<file path="config.mk">
export PLATFORM = sky130hd
export DESIGN_NAME = bcd_rtc
export DESIGN_NICKNAME = d
export VERILOG_FILES = /design/src/rtl/bcd_rtc.sv
export SDC_FILE = /design/constraint.sdc
export NUM_CORES = 1
export LEC_CHECK = 0
export ABC_CLOCK_PERIOD_IN_PS = 4400
export BUFFER_PORTS_ARGS = -buffer_cell sky130_fd_sc_hd__buf_2
export CORE_UTILIZATION = 30
export CTS_BUF_LIST = sky130_fd_sc_hd__clkbuf_4
export CTS_CLUSTER_DIAMETER = 30
export DETAILED_ROUTE_END_ITERATION = 8
export GPL_ROUTABILITY_DRIVEN = 1
export SYNTH_ARGS = -nofsm -noshare
export SYNTH_HDL_FRONTEND = slang
export SYNTH_SLANG_ARGS = --single-unit
</file>
<file path="constraint.sdc">
create_clock -name clk -period 4.4 [get_ports clk]
set_clock_uncertainty 0.05 [all_clocks]
set_input_delay 0.44 -clock clk [delete_from_list [all_inputs] [get_ports clk]]
set_output_delay 0.44 -clock clk [all_outputs]
set_load 0.01 [all_outputs]
</file>
<file path="src/rtl/bcd_rtc.sv">
module bcd_rtc #(
  parameter int TICKS_PER_SEC = 32768
) (
  input  logic       clk,
  input  logic       rst_n,
  input  logic       tick,
  input  logic       run,
  input  logic       ld_time,
  input  logic       ld_alarm,
  input  logic [7:0] in_sec,
  input  logic [7:0] in_min,
  input  logic [7:0] in_hour,
  input  logic [7:0] in_day,
  input  logic [7:0] in_mon,
  input  logic [7:0] in_year,
  output logic [7:0] sec,
  output logic [7:0] min,
  output logic [7:0] hour,
  output logic [7:0] day,
  output logic [7:0] mon,
  output logic [7:0] year,
  output logic       busy,
  output logic       ev_sec,
  output logic       ev_min,
  output logic       ev_hour,
  output logic       ev_day,
  output logic       alarm_ev
);
  localparam int PW = (TICKS_PER_SEC > 2) ? $clog2(TICKS_PER_SEC) : 1;
  localparam logic [PW-1:0] LAST = PW'(TICKS_PER_SEC - 1);

  function automatic logic [7:0] bcd_inc(input logic [7:0] v);
    return (v[3:0] >= 4'd9) ? {v[7:4] + 4'd1, 4'd0} : {v[7:4], v[3:0] + 4'd1};
  endfunction

  logic [PW-1:0] presc;
  logic [7:0] a_sec, a_min, a_hour, a_day, a_mon, a_year;
  logic [7:0] n_sec, n_min, n_hour, n_day, n_mon, n_year;
  logic [7:0] dim;
  logic       leap, sec_wr, min_wr, hr_wr, day_wr, mon_wr, match;
  logic [47:0] cur_t, alm_t;

  assign busy = run && (presc == LAST);

  assign leap = year[4] ? (year[3:0] == 4'd2 || year[3:0] == 4'd6)
                        : (year[3:0] == 4'd0 || year[3:0] == 4'd4 || year[3:0] == 4'd8);

  always_comb begin
    case (mon)
      8'h02:                      dim = leap ? 8'h29 : 8'h28;
      8'h04, 8'h06, 8'h09, 8'h11: dim = 8'h30;
      default:                    dim = 8'h31;
    endcase
  end

  assign sec_wr = sec >= 8'h59;
  assign min_wr = sec_wr && (min >= 8'h59);
  assign hr_wr  = min_wr && (hour >= 8'h23);
  assign day_wr = hr_wr && (day >= dim);
  assign mon_wr = day_wr && (mon >= 8'h12);

  assign n_sec  = sec_wr ? 8'h00 : bcd_inc(sec);
  assign n_min  = sec_wr ? (min_wr ? 8'h00 : bcd_inc(min)) : min;
  assign n_hour = min_wr ? (hr_wr ? 8'h00 : bcd_inc(hour)) : hour;
  assign n_day  = hr_wr ? (day_wr ? 8'h01 : bcd_inc(day)) : day;
  assign n_mon  = day_wr ? (mon_wr ? 8'h01 : bcd_inc(mon)) : mon;
  assign n_year = mon_wr ? ((year >= 8'h99) ? 8'h00 : bcd_inc(year)) : year;

  assign cur_t = {year, mon, day, hour, min, sec};
  assign alm_t = {a_year, a_mon, a_day, a_hour, a_min, a_sec};
  assign match = {n_year, n_mon, n_day, n_hour, n_min, n_sec} == alm_t;

  always_ff @(posedge clk) begin
    if (!rst_n) begin
      presc <= '0;
      {year, mon, day, hour, min, sec} <= {8'h00, 8'h01, 8'h01, 8'h00, 8'h00, 8'h00};
      {a_year, a_mon, a_day, a_hour, a_min, a_sec} <= '0;
      {ev_sec, ev_min, ev_hour, ev_day, alarm_ev} <= '0;
    end else begin
      {ev_sec, ev_min, ev_hour, ev_day, alarm_ev} <= '0;
      if (ld_alarm)
        {a_year, a_mon, a_day, a_hour, a_min, a_sec} <= {in_year, in_mon, in_day, in_hour, in_min, in_sec};
      if (ld_time) begin
        presc <= '0;
        {year, mon, day, hour, min, sec} <= {in_year, in_mon, in_day, in_hour, in_min, in_sec};
      end else if (run && tick) begin
        if (presc == LAST) begin
          presc    <= '0;
          {year, mon, day, hour, min, sec} <= {n_year, n_mon, n_day, n_hour, n_min, n_sec};
          ev_sec   <= 1'b1;
          ev_min   <= sec_wr;
          ev_hour  <= min_wr;
          ev_day   <= hr_wr;
          alarm_ev <= match;
        end else begin
          presc <= presc + 1'b1;
        end
      end
    end
  end

  AST_BUSY_BEFORE_STEP: assert property (@(posedge clk) disable iff (!rst_n)
    ev_sec |-> $past(busy));
  AST_FROZEN: assert property (@(posedge clk) disable iff (!rst_n)
    (!run && !ld_time) |=> $stable(cur_t));
  AST_IDLE_NOT_BUSY: assert property (@(posedge clk) disable iff (!rst_n)
    !run |-> !busy);
  AST_LOAD_RESTART: assert property (@(posedge clk) disable iff (!rst_n)
    ld_time |=> (cur_t == $past({in_year, in_mon, in_day, in_hour, in_min, in_sec})) && !ev_sec);
  AST_ALARM_ALL_FIELDS: assert property (@(posedge clk) disable iff (!rst_n)
    alarm_ev |-> (ev_sec && cur_t == $past(alm_t)));
  AST_MIN_ROLL: assert property (@(posedge clk) disable iff (!rst_n)
    ev_min |-> (ev_sec && sec == 8'h00));
  AST_DAY_ROLL: assert property (@(posedge clk) disable iff (!rst_n)
    ev_day |-> (ev_hour && ev_min && hour == 8'h00 && min == 8'h00));
endmodule

</file>
==> results of run 1 <==
==> routing by layer <==
metal | vias to the layer above | wire length, um | global-route usage | part of all wire
li1 | 3530 | - | - | -
met1 | 3478 | 11600 | 0.263 | 0.47
met2 | 258 | 11100 | 0.304 | 0.45
met3 | 31 | 1500 | 0.0406 | 0.061
met4 | 0 | 412 | 0.0642 | 0.017
met5 | - | 0 | 0 | 0
==> path summary, 6_finish.rpt <==
kind              startpoint   endpoint  slack [ns]
setup / recovery      mon[4]   alarm_ev        0.19
hold / removal    in_hour[3]  a_hour[3]        0.07
setup reg to reg      mon[4]   alarm_ev        0.19
hold reg to reg     presc[1]   presc[1]        0.46
==> worst max-delay path: stages (launching register included) <==
cell and delay (ns):
dfxtp_1 0.49, inv_1 0.10, ha_1 0.22, mux2_2 0.26
nand2_1 0.06, o21ai_0 0.11, a31oi_1 0.22, ha_1 0.26
or4b_1 0.50, a21oi_2 0.19, o21a_2 0.27, nor2_2 0.12
a31oi_1 0.27, mux2i_1 0.22, o2111a_1 0.18, or4b_1 0.46
nor4_2 0.14
==> synthesized netlist by cell type (4+ instances only) <==
library cell / count
o211ai_1: 11
clkbuf_1: 32
nor3_1: 24
nand2b_1: 8
nor2_1: 115
xor2_1: 24
a311oi_1: 5
and2_1: 10
a21o_1: 6
ha_1: 38
buf_6: 4
o22ai_1: 6
nand2_1: 76
buf_2: 5
o311ai_0: 6
mux2i_1: 51
a21oi_1: 65
or3_1: 5
o32ai_1: 4
o21ai_0: 46
dfxtp_1: 116
nor4_1: 9
a41o_1: 4
o31ai_1: 4
o211a_1: 16
nor2b_1: 18
and3_1: 8
nand4_1: 14
a211oi_1: 12
a21boi_0: 5
nand3_1: 27
inv_1: 32
xnor2_1: 23
a31oi_1: 17
buf_1: 7
==> flip-flops by register name, indices dropped and copies added, names as in the netlist <==
register and count:
a_day 8, a_hour 8, a_min 8, a_mon 8
a_sec 8, a_year 8, alarm_ev 1, day 8
ev_day 1, ev_hour 1, ev_min 1, ev_sec 1
hour 8, min 8, mon 8, presc 15
sec 8, year 8
==> layout make-up <==
type | count | area (sq um)
fillers | 2584 | 15700
multi-input cells | 721 | 4740
flip-flops and latches | 116 | 2320
inverters | 33 | 124
repair buffers | 130 | 708
clock buffers | 17 | 128
diodes | 2 | 5.00
clock inverters | 15 | 160
well taps | 324 | 405
==> power groups by stage <==
stage	Sequential, uW	Clock, uW	Combinational (uW)
floorplan	1190	0	343
global placement	1210	0	525
detailed placement	1210	0	529
CTS	1180	842	532
global route	1190	880	589
finish	1180	813	538
==> per-stage QoR <==
stage | setup slack [ns] | area, sq um
global placement | 0.324 | 8270
floorplan | 0.367 | 7400
CTS | 0.199 | 8560
global route | -0.0127 | 8590
detailed placement | 0.253 | 8270
finish | 0.193 | 8590
==> cells by family (layout without fill, tap and decap cells) <==
family | Yosys count | count (layout) | share of synthesized area
other cells | 0 | 2 | 0
fa+ha+maj | 38 | 38 | 0.0643
buf+inv | 83 | 195 | 0.0480
mux | 52 | 52 | 0.0705
xor+xnor | 47 | 47 | 0.0556
simple gates | 341 | 341 | 0.225
compound gates | 243 | 243 | 0.223
flops | 116 | 116 | 0.314
==> what timing repair did <==
action | 4_1_cts | 5_1_grt
setup endpoints to repair | 0 | 1
resized for setup | 0 | 3
setup buffers | 0 | 2
==> flow_metrics.tcl, run 1 <==
set metrics [dict create \
    internal_power_uw 1660 \
    status "finished, final reports clean" \
    cp.required_ns 4.84 \
    clock_sinks 116 \
    io_buffers 107 \
    drive_above_1_share 0.174 \
    fin_crit_sh 0.956 \
    cts-hold-fix-buffers 0 \
    synth_nets 1012 \
    leakage_uw 0.00362 \
    viasPerCell 5.37 \
    drt_iter0_markers 578 \
    holdPathStages 3 \
    netlist_top_cells_area "dfxtp_1, mux2i_1, ha_1" \
    cts_root_buffer "clkbuf_4" \
    cts_tree "done" \
    synth_top_area_share 0.314 \
    initial_core_util 0.305 \
    dp.cells 1322 \
    syn-cell-area_sq_mm 0.00740 \
    power_frac_seq 0.467 \
    stdcell_count 1358 \
    startpoint_type "flop" \
    clk_latency_ns 0.57 \
    grt_pass1_vias 6806 \
    dieArea_sq_mm 0.0253 \
    cts_buffers 17 \
    final_common_cell "dfxtp_1" \
    synth-edff-count 0 \
    drc 0 \
    path_clk_slew_ns 0.12 \
    slew_violations 0 \
    ys_ff_latch 116 \
    grtUsageTotal 0.194 \
    end_kind "flop" \
    grt_pass1_wl_um 38300 \
    drt_wl_total_um 24500 \
    vias 7297 \
    ys_seq_area_frac 0.314 \
    grt_max_degree 55 \
    die_h_um 159 \
    tightest_slew_ns 0.765 \
    hold_ws_ns 0.0669 \
    p_switching_uw 877 \
    syn_to_final_growth_pct 16.1 \
    num_rows 57 \
    worstSetupPathType "reg2reg" \
    coreArea_sq_mm 0.0242 \
    wl_per_cell_um 18.1 \
    worstPathMaxFanout 8 \
    period_minus_slack_ns 4.21 \
    ios 108 \
    ff2ff_path_depth 16 \
    firstDrtPassIters 7 \
    clock_path_buffers 2 \
    setup_viol 0 \
    async_flop_share 0 \
    ant_nets 0 \
    power_frac_clock 0.321 \
    postSynthCellCount 920 \
    h-tree-depth 4 \
    worstPathArrival_ns 4.64 \
    power.total_uw 2540 \
    power_density_mw_per_mm2 295 \
    gp_congestion 0.914 \
    drv_cap 0 \
    ys_types 79 \
    grt_antenna_before_repair 2 \
    vdd_drop_max_uv 111 \
    yosys.area.top_type "dfxtp_1" \
    finalSetupTns_ns 0 \
    swShare 0.346 \
    finalHoldViolCount 0 \
    layout_common_cells "dfxtp_1, nor2_1, buf_2" \
    combPwrFrac 0.212 \
    place_hpwl_um 17900 \
    die_x_um 159 \
    overflow 0 \
    yosys_warnings 0 \
    synth_area_per_cell_sq_um 8.04 \
    fmax_mhz 238 \
    synthFlopType "dfxtp_1" \
    layout.nets 1111 \
    fin_util 0.354 \
    slew_headroom 0.490 \
    hp-class "in2reg" \
]
No activity file was read; power rests on OpenSTA's default activity.
==> inputs of run 2 (changes only) <==
- ABC_AREA: default -> 1
==> run 2 against run 1 <==
Net effect:
- clock-buffer cell count did not move
- synthesized cell count rose by 20%
- critical path depth is 7 higher
- first-iteration DRC count down 1.6%
- worst setup slack better by 0.67 ns
- wire length decreased by 4.1%
- worst hold slack improved by 0.00072 ns
- sequential power about the same
- synthesized area is 2.5% lower
- core utilization rose by 0.17 points
- highest routed layer unchanged
==> flow_metrics.tcl, run 2 <==
set metrics [dict create \
    place_ws_ns 0.913 \
    syn-cell-area_sq_mm 0.00721 \
    grt_antenna_before_repair 1 \
    combPwrFrac 0.195 \
    grtUsageTotal 0.196 \
    worstPathArrival_ns 4.00 \
    end_kind "flop" \
    startpoint_type "flop" \
    ys_seq_area_frac 0.322 \
    yosys_warnings 0 \
    yosysMostFrequentCell "nand2_1" \
    clock_path_buffers 2 \
    cts.repair.resized 0 \
    gp_congestion 0.959 \
    setup_ws_ns 0.864 \
    fin_crit_sh 0.804 \
    io_buffers 107 \
    cts_buffers 17 \
    overflow 0 \
    drt_iter0_markers 569 \
    rsz0062_at_grt "no" \
    yosys.area_share.simple 0.299 \
    final_cell_area_sq_mm 0.00838 \
    num_rows 56 \
    ant_nets 0 \
    grt_max_degree 66 \
    die_x_um 157 \
    drv_cap 0 \
    drive_above_1_share 0.133 \
    slew_headroom 0.488 \
    status "finished, final reports clean" \
    p_switching_uw 892 \
    finalHoldViolCount 0 \
    synthMuxAreaShare 0 \
    final_common_cell "nand2_1" \
    yosys.area.top_type "dfxtp_1" \
    cts-hold-fix-buffers 0 \
    grt_pass1_vias 7032 \
    period_minus_slack_ns 3.54 \
    yosys.area_share.adder 0.0659 \
    cts_tree "done" \
    largest_reg_flops 15 \
    vias 7627 \
    cts_root_buffer "clkbuf_4" \
    drt_wl_total_um 23500 \
    hp-class "in2reg" \
    synth_xor_area_frac 0.0231 \
    ys_types 40 \
    tightest_slew_ns 0.768 \
    wl_per_cell_um 15.3 \
    regMostFlops "presc" \
    vdd_drop_max_uv 162 \
    h-tree-depth 4 \
    synth_top_family_by_area "simple AND/OR/NAND/NOR gates" \
    die_h_um 157 \
    viasPerCell 4.96 \
    firstDrtPassIters 5 \
    finalSetupTns_ns 0 \
    postSynthCellCount 1108 \
    synth_nets 1200 \
    postCtsSetupBuffers 0 \
    async_flop_share 0 \
    synth-edff-count 0 \
    fmax_mhz 283 \
    synth_top_area_share 0.322 \
    synth_compound_area_frac 0.190 \
    netlist_top_cells_area "dfxtp_1, nand2_1, inv_1" \
    drc 0 \
    grt_pass1_wl_um 37500 \
    clk_latency_ns 0.56 \
    clock_sinks 116 \
    worstSetupPathType "reg2reg" \
    fill_cells 2647 \
    power.total_uw 2590 \
    place_hpwl_um 17100 \
    worstPathMaxFanout 14 \
    internal_power_uw 1700 \
    layout_common_cells "nand2_1, inv_1, dfxtp_1" \
    dieArea_sq_mm 0.0247 \
    ios 108 \
    placed_cell_area_sq_mm 0.00806 \
    synthTopCellsByCount "nand2_1, inv_1, dfxtp_1" \
    cp.required_ns 4.86 \
    coreArea_sq_mm 0.0235 \
    syn_to_final_growth_pct 16.2 \
    synthFlopType "dfxtp_1" \
    power_frac_clock 0.353 \
    path_clk_slew_ns 0.14 \
    ys_ff_latch 116 \
    slew_violations 0 \
    layout.nets 1296 \
    synth_area_per_cell_sq_um 6.51 \
    setup_viol 0 \
    initial_core_util 0.306 \
    swShare 0.345 \
    power_frac_seq 0.452 \
    power_density_mw_per_mm2 309 \
    leakage_uw 0.00397 \
    hold_ws_ns 0.0676 \
]
[run 2: worst paths after layout]
kind | from | endpoint | slack [ns] | depth (start not counted)
setup / recovery | mon[0] | alarm_ev | 0.86 | 23
hold / removal | in_mon[2] | a_mon[2] | 0.07 | 3
setup reg to reg | mon[0] | alarm_ev | 0.86 | 23
hold reg to reg | presc[14] | presc[14] | 0.41 | 2
[run 2: cell type report]
cell class | count | area [sq um] | share of cell area
multi-input cells | 806 | 4170 | 0.498
flip-flops and latches | 116 | 2320 | 0.277
repair buffers | 118 | 618 | 0.0738
inverters | 145 | 544 | 0.0650
well taps | 319 | 399 | 0.0476
clock inverters | 15 | 194 | 0.0231
clock buffers | 17 | 128 | 0.0152
diodes | 1 | 2.50 | 0.000299
[run 2: metrics by stage]
| step | utilization | std cells |
|---|---|---|
| 3_3_place_gp | 0.342 | 1504 |
| 4_1_cts | 0.356 | 1536 |
| 5_1_grt | 0.356 | 1537 |
| 6_report | 0.356 | 1537 |
| 2_1_floorplan | - | 1108 |
| 3_5_place_dp | 0.342 | 1504 |
[run 2: logic make-up after synthesis]
logic type,after synthesis
fa+ha+maj,38
compound gates,241
flops,116
buf+inv,186
simple gates,508
xor+xnor,19
[run 2: power groups by stage]
stage | clock network [uW] | registers, uW | logic, uW
2_1_floorplan | 0 | 1190 | 330
3_3_place_gp | 0 | 1190 | 499
3_5_place_dp | 0 | 1190 | 501
4_1_cts | 936 | 1170 | 504
5_1_grt | 984 | 1180 | 571
6_report | 913 | 1170 | 504
[run 2: layer usage]
layer,track usage,routed length [um],vias to the layer above
met2,0.321,10700,257
met3,0.0374,1660,31
li1,-,-,3833
met1,0.263,10800,3506
met4,0.0527,380,0
met5,0,0,-
[run 2: critical path, stage by stage (launching register included)]
cell	delay (ns)
dfxtp_1	0.45
inv_1	0.15
ha_1	0.24
o21ai_0	0.13
o21ai_0	0.09
a21boi_0	0.23
nor2_1	0.06
a31oi_1	0.15
ha_1	0.25
nand2_1	0.06
inv_1	0.04
nand2_1	0.06
o21ai_0	0.09
nor2_1	0.23
nor2_4	0.13
nand2_2	0.24
nand2_1	0.12
nand3_1	0.10
nand2_1	0.07
inv_1	0.06
nand3_1	0.06
nor2_1	0.25
nand4_1	0.11
nor2_1	0.09
==> inputs of run 3 (changes only) <==
- ABC_CLOCK_PERIOD_IN_PS: 4400 -> 3500
- clock period: 4.4 -> 3.5 ns (I/O delays scaled with it)
==> run 3 against run 2 <==
Net effect:
- die area unchanged
- worst setup slack lost 0.60 ns
- sequential cell count stayed put
- core utilization increased by 1.4 points
- sequential share of layout area fell by 0.99 points
- register-to-register slack lost 0.60 ns
- worst hold slack worse by 0.026 ns
- combinational power rose by 34%
- power is 21% higher
- non-clock buffer count up 38
- critical endpoint unchanged
- largest cell class unchanged
==> flow_metrics.tcl, run 3 (synthesis results as in run 2) <==
set metrics [dict create \
    overflow 0 \
    cts_tree "done" \
    grt_antenna_before_repair 0 \
    status "finished, final reports clean" \
    ios 108 \
    hold_start "in_day[3]" \
    min_to "a_day[3]" \
    slew_violations 0 \
    stdcell_count 1574 \
    cts_root_buffer "clkbuf_4" \
    die_x_um 157 \
    die_h_um 157 \
    io_buffers 107 \
    drt_iter0_markers 561 \
    layout.nets 1334 \
    p_switching_uw 1130 \
    final_cell_area_sq_mm 0.00870 \
    tightest_slew_ns 0.785 \
    hp-class "in2reg" \
    ant_nets 0 \
    setup_viol 0 \
    h-tree-depth 4 \
    path_clk_slew_ns 0.12 \
    end_kind "flop" \
    slew_headroom 0.476 \
    num_antenna_cells 0 \
    place_hpwl_um 17200 \
    largest_reg_flops 15 \
    power_density_mw_per_mm2 361 \
    syn_to_final_growth_pct 20.7 \
    crit_path_start "mon[1]" \
    regMostFlops "presc" \
    ff2ff_path_depth 23 \
    fin_crit_sh 0.923 \
    layout_common_cells "nand2_1, inv_1, dfxtp_1" \
    placed_cell_area_sq_mm 0.00812 \
    combPwrFrac 0.215 \
    clock_path_buffers 2 \
    drive_above_1_share 0.138 \
    final_common_cell "nand2_1" \
    clock_sinks 116 \
    grt_max_degree 66 \
    finalHoldViolCount 0 \
    gp_congestion 0.888 \
    rsz0062_at_grt "no" \
    regToRegStartpoint "mon[1]" \
    vdd_drop_max_uv 173 \
    vias 7811 \
    drv_cap 0 \
    fill_cells 2574 \
    grt_pass1_wl_um 38100 \
    worstPathArrival_ns 3.68 \
    wl_per_cell_um 15.3 \
    firstDrtPassIters 8 \
    startpoint_type "flop" \
    grtUsageTotal 0.200 \
    power_frac_clock 0.317 \
    fmax_mhz 309 \
    postCtsSetupBuffers 0 \
    clk_latency_ns 0.56 \
    period_minus_slack_ns 3.23 \
    worstSetupPathType "reg2reg" \
    drc 0 \
    initial_core_util 0.306 \
    dieArea_sq_mm 0.0247 \
    grt_pass1_vias 7171 \
    power_frac_seq 0.468 \
    cp.required_ns 3.95 \
    num_rows 56 \
    reg2reg_to "alarm_ev" \
    leakage_uw 0.00411 \
    coreArea_sq_mm 0.0235 \
    swShare 0.359 \
    dp.cells 1513 \
    drt_wl_total_um 24100 \
    viasPerCell 4.96 \
    worstPathMaxFanout 14 \
    holdPathStages 3 \
    r2r_slack_ns 0.27 \
    cts_buffers 17 \
    internal_power_uw 2010 \
]
[run 3: area by class of cell]
type,count,area [sq um],share of cell area
multi-input combinational,806,4180,0.480
sequential,116,2330,0.267
timing repair buffer,156,980,0.113
inverter,145,544,0.0625
tap,319,399,0.0459
clock inverter,15,148,0.0170
clock buffer,17,128,0.0147
[run 3: worst max-delay path by stage]
stage	endpoint	slack [ns]	cells after the start
2_1_floorplan	alarm_ev	0.53	22
3_3_place_gp	alarm_ev	0.16	23
3_5_place_dp	alarm_ev	-0.04	23
4_1_cts	alarm_ev	0.01	23
5_1_grt	alarm_ev	0.001	23
6_report	alarm_ev	0.27	23
[run 3: critical path, cell delays in order (launching register included)]
cell      delay [ns]
dfxtp_4         0.39
inv_1           0.10
ha_1            0.19
o21ai_0         0.15
o21ai_0         0.12
a21boi_1        0.27
nor2_1          0.07
a31oi_1         0.17
ha_1            0.26
nand2_1         0.06
inv_1           0.04
nand2_1         0.07
o21ai_1         0.08
nor2_2          0.17
nor2_4          0.08
nand2_4         0.16
inv_1           0.11
o21ai_0         0.13
nand2_1         0.12
nand2_1         0.07
nand2_1         0.04
nor2_1          0.12
nand4_1         0.10
nor2_1          0.08
[run 3: power groups by stage]
stage	Combinational [uW]	Sequential (uW)	Clock (uW)
floorplan	415	1490	0
global placement	640	1490	0
detailed placement	645	1500	0
CTS	674	1470	1020
global route	762	1480	1070
finish	676	1470	995
[run 3: what timing repair did]
action,in CTS,in global routing
gates resized for setup,1,8
endpoints found under the setup margin,1,10
hold buffers,29,0
pin swaps,0,3
hold endpoints to repair,32,0
[run 3: routing by layer]
layer	track usage	part of all wire	vias up
met5	0	0	-
met4	0.0421	0.0075	0
met3	0.0341	0.057	17
met2	0.335	0.47	244
met1	0.267	0.46	3632
li1	-	-	3918
[run 3: stage by stage]
| stage | hold slack, ns | power, uW | worst slack [ns] | setup TNS [ns] | utilization |
|---|---|---|---|---|---|
| floorplan | 0.380 | 1910 | 0.534 | 0 | - |
| global placement | 0.392 | 2140 | 0.165 | 0 | 0.345 |
| detailed placement | 0.402 | 2140 | -0.0419 | -0.0419 | 0.345 |
| CTS | 0.00109 | 3160 | 0.0114 | 0 | 0.369 |
| global route | 0.00849 | 3320 | 0.000987 | 0 | 0.370 |
| finish | 0.0414 | 3140 | 0.268 | 0 | 0.370 |
